<file path="src/rtl/pwm_adc_pkg.sv">
package pwm_adc_pkg;
    typedef enum logic [1:0] {
        ST_IDLE    = 2'd0,
        ST_PRIME   = 2'd1,
        ST_SETTLE  = 2'd2,
        ST_MEASURE = 2'd3
    } seq_state_t;
endpackage

</file>
<file path="src/rtl/pwm_adc_sync.sv">
module pwm_adc_sync #(
    parameter int STAGES = 2
) (
    input  logic clk,
    input  logic rst,
    input  logic d_i,
    output logic q_o
);
    logic [STAGES-1:0] chain_q;

    generate
        for (genvar g = 0; g < STAGES; g++) begin : g_stage
            if (g == 0) begin : g_first
                always_ff @(posedge clk) begin
                    if (rst) chain_q[0] <= 1'b0;
                    else     chain_q[0] <= d_i;
                end
            end else begin : g_next
                always_ff @(posedge clk) begin
                    if (rst) chain_q[g] <= 1'b0;
                    else     chain_q[g] <= chain_q[g-1];
                end
            end
        end
    endgenerate

    assign q_o = chain_q[STAGES-1];
endmodule

</file>
<file path="src/rtl/pwm_adc_period.sv">
module pwm_adc_period #(
    parameter int PERIOD  = 24,
    parameter int UP_LOW  = 8,
    parameter int DN_HIGH = 5
) (
    input  logic clk,
    input  logic rst,
    input  logic run,
    input  logic cmp_s,
    output logic wave,
    output logic period_end,
    output logic period_down
);
    localparam int PH_W = $clog2(PERIOD);
    localparam logic [PH_W-1:0] PH_LAST = PH_W'(PERIOD - 1);
    localparam logic [PH_W-1:0] UP_EDGE = PH_W'(UP_LOW);
    localparam logic [PH_W-1:0] DN_EDGE = PH_W'(DN_HIGH);

    logic [PH_W-1:0] phase_q;
    logic            up_q;
    logic            up_cur;

    always_ff @(posedge clk) begin
        if (rst) begin
            phase_q <= '0;
            up_q    <= 1'b0;
        end else if (!run) begin
            phase_q <= '0;
        end else begin
            phase_q <= (phase_q == PH_LAST) ? '0 : phase_q + 1'b1;
            if (phase_q == '0) up_q <= cmp_s;
        end
    end

    always_comb begin
        up_cur      = (phase_q == '0) ? cmp_s : up_q;
        wave        = up_cur ? (phase_q >= UP_EDGE) : (phase_q < DN_EDGE);
        period_end  = run && (phase_q == PH_LAST);
        period_down = !up_cur;
    end

    p_phase_bound_r1: assert property (@(posedge clk) disable iff (rst)
        phase_q <= PH_LAST);

    p_phase_wrap_r1: assert property (@(posedge clk) disable iff (rst)
        (run && $past(run) && phase_q == '0) |-> ($past(phase_q) == PH_LAST));

    p_choice_held_r2: assert property (@(posedge clk) disable iff (rst)
        (run && phase_q >= PH_W'(2)) |-> $stable(up_q));
endmodule

</file>
<file path="src/rtl/pwm_adc_counters.sv">
module pwm_adc_counters #(
    parameter int CNT_W = 8
) (
    input  logic             clk,
    input  logic             rst,
    input  logic             load,
    input  logic [CNT_W-1:0] load_val,
    input  logic             tick,
    input  logic             down,
    output logic [CNT_W-1:0] ton_o,
    output logic [CNT_W-1:0] tot_o,
    output logic             pass_last
);
    localparam logic [CNT_W-1:0] ONE = CNT_W'(1);

    logic [CNT_W-1:0] ton_q;
    logic [CNT_W-1:0] tot_q;

    always_ff @(posedge clk) begin
        if (rst) begin
            ton_q <= '0;
            tot_q <= '0;
        end else if (load) begin
            ton_q <= load_val;
            tot_q <= load_val;
        end else if (tick) begin
            tot_q <= tot_q - ONE;
            if (down) ton_q <= ton_q - ONE;
        end
    end

    assign ton_o     = ton_q;
    assign tot_o     = tot_q;
    assign pass_last = tick && (tot_q == ONE);

    p_ton_ge_tot_r4: assert property (@(posedge clk) disable iff (rst)
        ton_q >= tot_q);

    p_ton_step_r4: assert property (@(posedge clk) disable iff (rst)
        (tick && !load) |=> (ton_q == ($past(down) ? $past(ton_q) - ONE : $past(ton_q))));

    p_tot_step_r5: assert property (@(posedge clk) disable iff (rst)
        (tick && !load) |=> (tot_q == $past(tot_q) - ONE));
endmodule

</file>
<file path="src/rtl/pwm_adc_seq.sv">
module pwm_adc_seq
    import pwm_adc_pkg::*;
#(
    parameter int CNT_W       = 8,
    parameter int PERIOD      = 24,
    parameter int UP_LOW      = 8,
    parameter int DN_HIGH     = 5,
    parameter int SYNC_STAGES = 2
) (
    input  logic             clk,
    input  logic             rst,
    input  logic             start_i,
    input  logic [CNT_W-1:0] total_i,
    input  logic             cmp_i,
    output logic             fb_o,
    output logic             fb_oe_o,
    output logic             busy_o,
    output logic             done_o,
    output logic [CNT_W-1:0] count_o
);
    localparam logic [CNT_W-1:0] ONE = CNT_W'(1);

    seq_state_t       state_q, state_d;
    logic [CNT_W-1:0] total_q;
    logic [CNT_W-1:0] count_q;
    logic             done_q;
    logic             cmp_s;
    logic             run;
    logic             wave;
    logic             period_end;
    logic             period_down;
    logic [CNT_W-1:0] ton;
    logic [CNT_W-1:0] tot;
    logic             pass_last;
    logic             start_ok;
    logic [CNT_W-1:0] total_eff;
    logic             load;
    logic [CNT_W-1:0] load_val;

    pwm_adc_sync #(.STAGES(SYNC_STAGES)) u_sync (
        .clk (clk),
        .rst (rst),
        .d_i (cmp_i),
        .q_o (cmp_s)
    );

    pwm_adc_period #(.PERIOD(PERIOD), .UP_LOW(UP_LOW), .DN_HIGH(DN_HIGH)) u_period (
        .clk         (clk),
        .rst         (rst),
        .run         (run),
        .cmp_s       (cmp_s),
        .wave        (wave),
        .period_end  (period_end),
        .period_down (period_down)
    );

    pwm_adc_counters #(.CNT_W(CNT_W)) u_cnt (
        .clk       (clk),
        .rst       (rst),
        .load      (load),
        .load_val  (load_val),
        .tick      (period_end),
        .down      (period_down),
        .ton_o     (ton),
        .tot_o     (tot),
        .pass_last (pass_last)
    );

    assign start_ok  = (state_q == ST_IDLE) && start_i;
    assign total_eff = (total_i == '0) ? ONE : total_i;
    assign load      = start_ok || ((state_q == ST_SETTLE) && pass_last);
    assign load_val  = start_ok ? total_eff : total_q;

    always_comb begin
        state_d = state_q;
        unique case (state_q)
            ST_IDLE:    if (start_ok) state_d = ST_PRIME;
            ST_PRIME:   state_d = ST_SETTLE;
            ST_SETTLE:  if (pass_last) state_d = ST_MEASURE;
            ST_MEASURE: if (pass_last) state_d = ST_IDLE;
            default:    state_d = ST_IDLE;
        endcase
    end

    always_ff @(posedge clk) begin
        if (rst) state_q <= ST_IDLE;
        else     state_q <= state_d;
    end

    always_comb begin
        run     = 1'b0;
        fb_o    = 1'b0;
        fb_oe_o = 1'b0;
        busy_o  = 1'b1;
        unique case (state_q)
            ST_IDLE: begin
                busy_o = 1'b0;
            end
            ST_PRIME: begin
                fb_oe_o = 1'b1;
                fb_o    = 1'b1;
            end
            ST_SETTLE, ST_MEASURE: begin
                run     = 1'b1;
                fb_oe_o = 1'b1;
                fb_o    = wave;
            end
            default: begin
                busy_o = 1'b0;
            end
        endcase
    end

    always_ff @(posedge clk) begin
        if (rst) begin
            total_q <= '0;
            count_q <= '0;
            done_q  <= 1'b0;
        end else begin
            done_q <= 1'b0;
            if (start_ok) total_q <= total_eff;
            if ((state_q == ST_MEASURE) && pass_last) begin
                count_q <= period_down ? ton - ONE : ton;
                done_q  <= 1'b1;
            end
        end
    end

    assign done_o  = done_q;
    assign count_o = count_q;

    p_done_pulse_r9: assert property (@(posedge clk) disable iff (rst)
        done_q |=> !done_q);

    p_result_only_on_done_r9: assert property (@(posedge clk) disable iff (rst)
        !$stable(count_q) |-> done_q);

    p_idle_released_r6: assert property (@(posedge clk) disable iff (rst)
        (state_q == ST_IDLE) |-> (!fb_oe_o && !fb_o));

    p_prime_high_r6: assert property (@(posedge clk) disable iff (rst)
        (state_q == ST_PRIME) |-> (fb_oe_o && fb_o));

    p_total_frozen_r8: assert property (@(posedge clk) disable iff (rst)
        (state_q != ST_IDLE) |=> $stable(total_q));

    p_total_nonzero_r7: assert property (@(posedge clk) disable iff (rst)
        start_ok |=> (total_q != '0));

    p_measure_follows_settle_r5: assert property (@(posedge clk) disable iff (rst)
        (state_q == ST_SETTLE && pass_last) |=> (state_q == ST_MEASURE));
endmodule

</file>
<file path="config.mk">
export PLATFORM = sky130hd
export DESIGN_NAME = pwm_adc_seq
export DESIGN_NICKNAME = d
export VERILOG_FILES = /design/src/rtl/pwm_adc_pkg.sv /design/src/rtl/pwm_adc_sync.sv /design/src/rtl/pwm_adc_period.sv /design/src/rtl/pwm_adc_counters.sv /design/src/rtl/pwm_adc_seq.sv
export SDC_FILE = /design/constraint.sdc
export NUM_CORES = 1
export LEC_CHECK = 0
export BUFFER_PORTS_ARGS = -buffer_cell sky130_fd_sc_hd__clkbuf_2
export CORE_AREA = 2 2 95 60
export DETAILED_ROUTE_END_ITERATION = 8
export DIE_AREA = 0 0 97 62
export PLACE_DENSITY = 0.6
export SETUP_SLACK_MARGIN = 0.4
export SKIP_LAST_GASP = 1
export SYNTH_ARGS = -nofsm -noshare
export SYNTH_HDL_FRONTEND = slang
export SYNTH_SLANG_ARGS = --single-unit
</file>
<file path="constraint.sdc">
create_clock -name clk -period 3 [get_ports clk]
set_clock_uncertainty 0.15 [all_clocks]
set_input_delay 0.6 -clock clk [delete_from_list [all_inputs] [get_ports clk]]
set_output_delay 0.6 -clock clk [all_outputs]
set_load 0.02 [all_outputs]
</file>
======== Word-level counts from Yosys, hierarchy flattened ========
Index checks and enable logic that the tools add are counted.
storage, ports and cells
  input port bits ......................... 12
  memories kept ........................... 0
  output and inout port bits .............. 12
  bits in read-only memories .............. 0
  memory bits (writable) .................. 0
  bits in latches ......................... 0
  flip-flop bits (word level) ............. 43
operators by class
  equality and inequality tests ........... 8
  shift operators ......................... 0
  divide/modulo/power cells ............... 0
  bitwise logic cells ..................... 1
  multipliers ............................. 0
  add/sub/neg operators ................... 3
  reductions and logical operators ........ 14
  magnitude comparators ................... 2
  mux-type cells .......................... 18
operators with widths
  kind                                                                          count
  8-bit 2-to-1 mux                                                              7
  8-bit by 1-bit subtractor with 8-bit output, second input constant            2
  8-bit by 1-bit equality test with 1-bit output, second input constant         1
  8-bit logical NOT                                                             1
  2-bit one-hot mux with 4 select lines                                         1
  1-bit 2-to-1 mux                                                              6
  2-bit 2-to-1 mux                                                              3
  2-bit inequality test, second input constant                                  3
  3-bit OR reduction                                                            2
  5-bit by 1-bit adder with 5-bit output, second input constant                 1
  5-bit equality test, second input constant                                    1
  5-bit by 4-bit >= comparator with 1-bit output, second input constant         1
  1-bit logical AND                                                             5
  5-bit logical NOT                                                             1
  5-bit by 3-bit less-than comparator with 1-bit output, second input constant  1
  2-bit equality test, second input constant                                    2
  3-bit AND reduction                                                           1
  2-bit by 1-bit equality test with 1-bit output, second input constant         1
  2-bit logical NOT                                                             1
  1-bit one-hot mux with 2 select lines                                         1
  2-bit nonzero test                                                            1
  2-bit OR reduction                                                            1
  1-bit logical OR                                                              1
  1-bit NOT                                                                     1

======== Logic depth before layout (Yosys ltp) ========
  word-level depth ........................ 8
  depth in mapped cells ................... 9

======== Hierarchy ========
From an unflattened synthesis, not the netlist that was laid out.
unflattened totals
  cells, all modules ...................... 240
  area total of the unflattened synthesis .. 2203.4 sq um
by module, submodules not included
  module            area each (sq um)  cells an instance  times used
  pwm_adc_seq       943.4              103                1
  pwm_adc_counters  853.3              97                 1
  pwm_adc_period    354.1              36                 1
  pwm_adc_sync      52.6               4                  1

======== Worst setup path after synthesis ========
No wires, ideal clock.
  path type ............................... register -> output
  start point ............................. reg u_period.phase_q[0]
  end point ............................... out fb_o
  arrival time ............................ 1.795 ns
  cell stages (with the launch flop) ...... 8
  data required time ...................... 2.250 ns
  setup slack ............................. 0.455 ns
  buffers on the path ..................... 1
  cell sequence ........................... dfxtp_1 inv_1 ha_1 nor4b_4 mux2i_1 buf_6 nand3_1 a31oi_1
between the ends
  longest elaborated chain between the ends .. 4
  elaborated cells on any way between the ends .. 6
  those cells by class .................... order compare (2); mux (3); reduce/logical (1)
RTL lines
  what                                                                                           line                  RTL
  start, declared                                                                                pwm_adc_period.sv:19  logic [PH_W-1:0] phase_q;
  start signal, assigned                                                                         pwm_adc_period.sv:30  phase_q <= (phase_q == PH_LAST) ? '0 : phase_q + 1'b1;
  branches (longest 2 deep; another with 5-bit by 3-bit less-than comparator with 1-bit output)  --
  1-bit 2-to-1 mux *                                                                             pwm_adc_period.sv:37  wave = up_cur ? (phase_q >= UP_EDGE) : (phase_q < DN_EDGE);
  1-bit one-hot mux with 2 select lines *                                                        pwm_adc_seq.sv:95     unique case (state_q)
  end, declared                                                                                  pwm_adc_seq.sv:15     output logic fb_o,
Every way passes the cells marked *.

======== Worst setup path after layout ========
  start point ............................. reg u_period.phase_q[1]
  end point ............................... out fb_o
Same word-level chain as after synthesis.

==> summary.md <==
| Metric | Value |
|---|---|
| Largest net degree at the start of global routing | 19 |
| Die span in x | a little under 100 um |
| Overall global routing resource usage | a little under a fifth |
| Post-Synthesis Cells | approximately 260 |
| Clock network latency to the later pin of the worst-skew pair | ~0.29 ns |
| Ports placed on the boundary | 24 |
| Setup TNS after final layout | 0 ns |
| CP endpoint kind | primary output |
| Number of antenna-violating nets in the routed design | 0 |
| Post-synth top area share | 38.5% |
| Wire length of the first global-routing pass | 8.51 mm |
| CP Data Arrival Time | between 1.5 and 2 ns |
| Commonest non-fill, non-tap cells in the layout | 41 x sky130_fd_sc_hd__dfxtp_1, 33 x sky130_fd_sc_hd__nand2_1, 31 x sky130_fd_sc_hd__nor2_1 |
| Vias in the first global route | roughly 1.7k |
| Post-synthesis net count | ~280 |
| Cell area after synthesis | about 2200 um^2 |
| Clock-pin transition on the worst setup and hold timing paths | ~0.08 ns |
| Initial standard-cell utilization of the core | between 40% and 50% |
| Number of buffers added by the clock tree synthesis step | 5 |
| Final routed wire length divided by cell count | 14.3 um |
| Cell type with the highest aggregate area in the netlist | sky130_fd_sc_hd__dfxtp_1 |
| Area of the core | around 5300 um^2 |
| Endpoints failing setup | 0 |
| Per-instance average area after synthesis | approximately 8.5 um^2 |
| Placer congestion estimate | approximately 0.82 |
| Max-capacitance violation count | 0 |
| Total DRC errors in the routed layout | 0 |
| Power Density | approximately 800 nW/um^2 |
| Post-synth EDFFs | 0 |
| Transition time at the pin with the least slew margin | between 0.6 and 0.7 ns |
| Dominant synthesized flop cell | sky130_fd_sc_hd__dfxtp_1 |
| Total number of nets in the final design | 310 |
| Number of port buffers | 23 |
| Number of buffers on the longest clock path | 2 |
| Status | finished, final reports clean |
| Switching part of the total | roughly two fifths |
| Maximum clock rate | about 0.39 GHz |
| Worst max-slew margin expressed relative to the limit | around 60% |
| Endpoint required time on the critical path | between 2 and 2.5 ns |
| Cell type group with the largest total delay on the critical path | simple AND/OR/NAND/NOR gates |
| Highest cell delay on the worst timing path | between 0.3 and 0.4 ns |
| CTS Root Cell | sky130_fd_sc_hd__clkbuf_8 |
| Mean number of vias per cell | 5.19 |
| Reported net switching power | around 0.8 mW |
| Setup repair after global routing missed its margin | true |
| Classification of the worst setup path | flip-flop to primary output |
| Share of power burned in registers | a little under two fifths |
| Placed instance area | about 2400 um^2 |
| Number of core rows | 21 |
| TritonCTS sink count | 43 |
| FF+latch count, synth | 43 |
| DR iter-0 viols | between 100 and 150 |
| Sequential share of the synthesized area | 38.5% |
| Aggregate global routing overflow | 0 |
| Total wirelength of the detailed-routed design | slightly above 5 mm |
| # diodes | 0 |
| Critical path buffers and inverters | 2 |
| Total via count in the routed design | about 1.9k |
| Most frequent standard cell in the layout excluding fill and tap cells | sky130_fd_sc_hd__dfxtp_1 |
| Minimum clock period after layout | roughly 2.6 ns |
| Synth unique cells | 54 |
| TritonCTS clock tree | yes |
| Cell at the slowest stage of the critical path | sky130_fd_sc_hd__dfxtp_2 |
| Final critical-path share of the clock period | 86.5% |
| Internal Dissipation | between 1 and 1.5 mW |
| Top area cells in the synthesized netlist | sky130_fd_sc_hd__dfxtp_1 39%, sky130_fd_sc_hd__nand2_1 5.5%, sky130_fd_sc_hd__nor2_1 5.4% |
| Worst hold-check path type | flip-flop to flip-flop |
| Half-perimeter wire length of the detailed placement result | about 3.7 mm |
| Final Slew Violations | 0 |
| Peak supply drop | between 0.3 and 0.4 mV |
| CP Cell Sequence | inv_2 -> ha_4 -> nor4b_4 -> mux2i_2 -> nand3_1 -> a31oi_1 -> buf_4 |
| Router iterations before antenna repair | 6 |
| Area of all placed cells without fillers | roughly 2500 um^2 |
| Leakage | between 1 and 1.5 nW |
| Power consumption | 1.99 mW |
| Category of the worst setup path launch point | flip-flop |
| Layout area overhead | 13.5% |
| Layout cell share with drive strength beyond 1 | between 10% and 20% |
| Final core area utilization | around 48% |
| Hold Fails Final Rpt | 0 |
| Height of the die | roughly 62 um |
| Number of H-tree branching levels | 2 |
| Hold buffer count at CTS | 0 |
| Die area | between 6000 and 7000 um^2 |
| Share of async-settable or async-resettable flops after synthesis | 0% |
| Antenna violations before repair | 0 |
| Biggest fanout along the worst timing path | 2 |
| Synth Warn # | 0 |
| Clock group share of total power | around 17% |
| Part of the power in combinational logic | between 40% and 50% |
## per-layer routing
layer / global-route usage, % / vias up / share of wire [%]
li1: - / 968 / -
met1: 27.5 / 830 / 57
met2: 26.8 / 48 / 36
met3: 4.25 / 6 / 5.8
met4: 6.04 / 0 / 1.3
met5: 0 / - / 0
## cell families after synthesis
kind of cell,share of synthesized area (%)
AND/OR/NAND/NOR,25.4
AO/OA/AOI/OAI,16.5
flip-flops,38.5
buffers and inverters,5.20
XOR/XNOR,7.05
adder cells (fa/ha/maj),5.04
multiplexers,2.29
## through the flow
stage	instances	hold WS (ns)	setup slack [ns]
3_3_place_gp	344	0.276	0.620
3_5_place_dp	344	0.278	0.619
5_1_grt	357	0.338	0.315
6_report	357	0.293	0.405
2_1_floorplan	262	0.264	0.455
4_1_cts	357	0.295	0.407
## sequential cells by signal, indices dropped and copies added, names as in the netlist
| signal | cells |
|---|---|
| u_period.phase_q | 5 |
| u_period.up_q | 1 |
| u_cnt.ton_o | 8 |
| u_sync.chain_q | 1 |
| count_o | 8 |
| total_q | 8 |
| u_sync.q_o | 1 |
| u_cnt.tot_o | 8 |
| done_o | 1 |
| state_q | 2 |
## what timing repair did
item                       4_1_cts  5_1_grt
gates resized for setup          7        4
buffers inserted                 7        0
setup endpoints to repair        1        6
pin swaps                        3        1
cloned                           0        0
## final timing paths
| kind | from | to | slack, ns | depth (start not counted) |
|---|---|---|---|---|
| worst min-delay path | u_sync.chain_q[0] | u_sync.q_o | 0.29 | 1 |
| worst max register to register | u_period.phase_q[1] | u_cnt.ton_o[3] | 0.52 | 12 |
| worst max-delay path | u_period.phase_q[1] | fb_o | 0.41 | 7 |
| worst min register to register | u_sync.chain_q[0] | u_sync.q_o | 0.29 | 1 |
## cells in the mapped netlist (all sizes together), types with 2 or more instances
cell and number:
a211oi 12, a21boi 3, a21oi 14, a31oi 7, and2 5, and3 4, buf 8, clkbuf 5
dfxtp 43, ha 9, inv 11, mux2i 4, nand2 33, nand3 8, nand4 2, nor2 33
nor2b 2, nor3 9, nor3b 3, nor4b 2, o211ai 2, o21a 2, o21ai 5, o22ai 2
xnor2 9, xor2 9
## final cells by class
class                   count  area [um^2]
well taps                  69         86.3
clock buffers               6         72.6
repair buffers             33          196
multi-input cells         195         1280
fillers                   538         2740
inverters                  11         41.3
flip-flops and latches     43          863
## power by group through the flow
stage / logic, mW / registers [mW] / clock network (mW)
final: 0.885 / 0.763 / 0.344
after global routing: 0.987 / 0.777 / 0.377
after CTS: 0.880 / 0.761 / 0.350
after detailed placement: 0.841 / 0.776 / 0
after global placement: 0.839 / 0.774 / 0
after floorplan: 0.656 / 0.755 / 0
No activity file was read; power rests on OpenSTA's default activity.
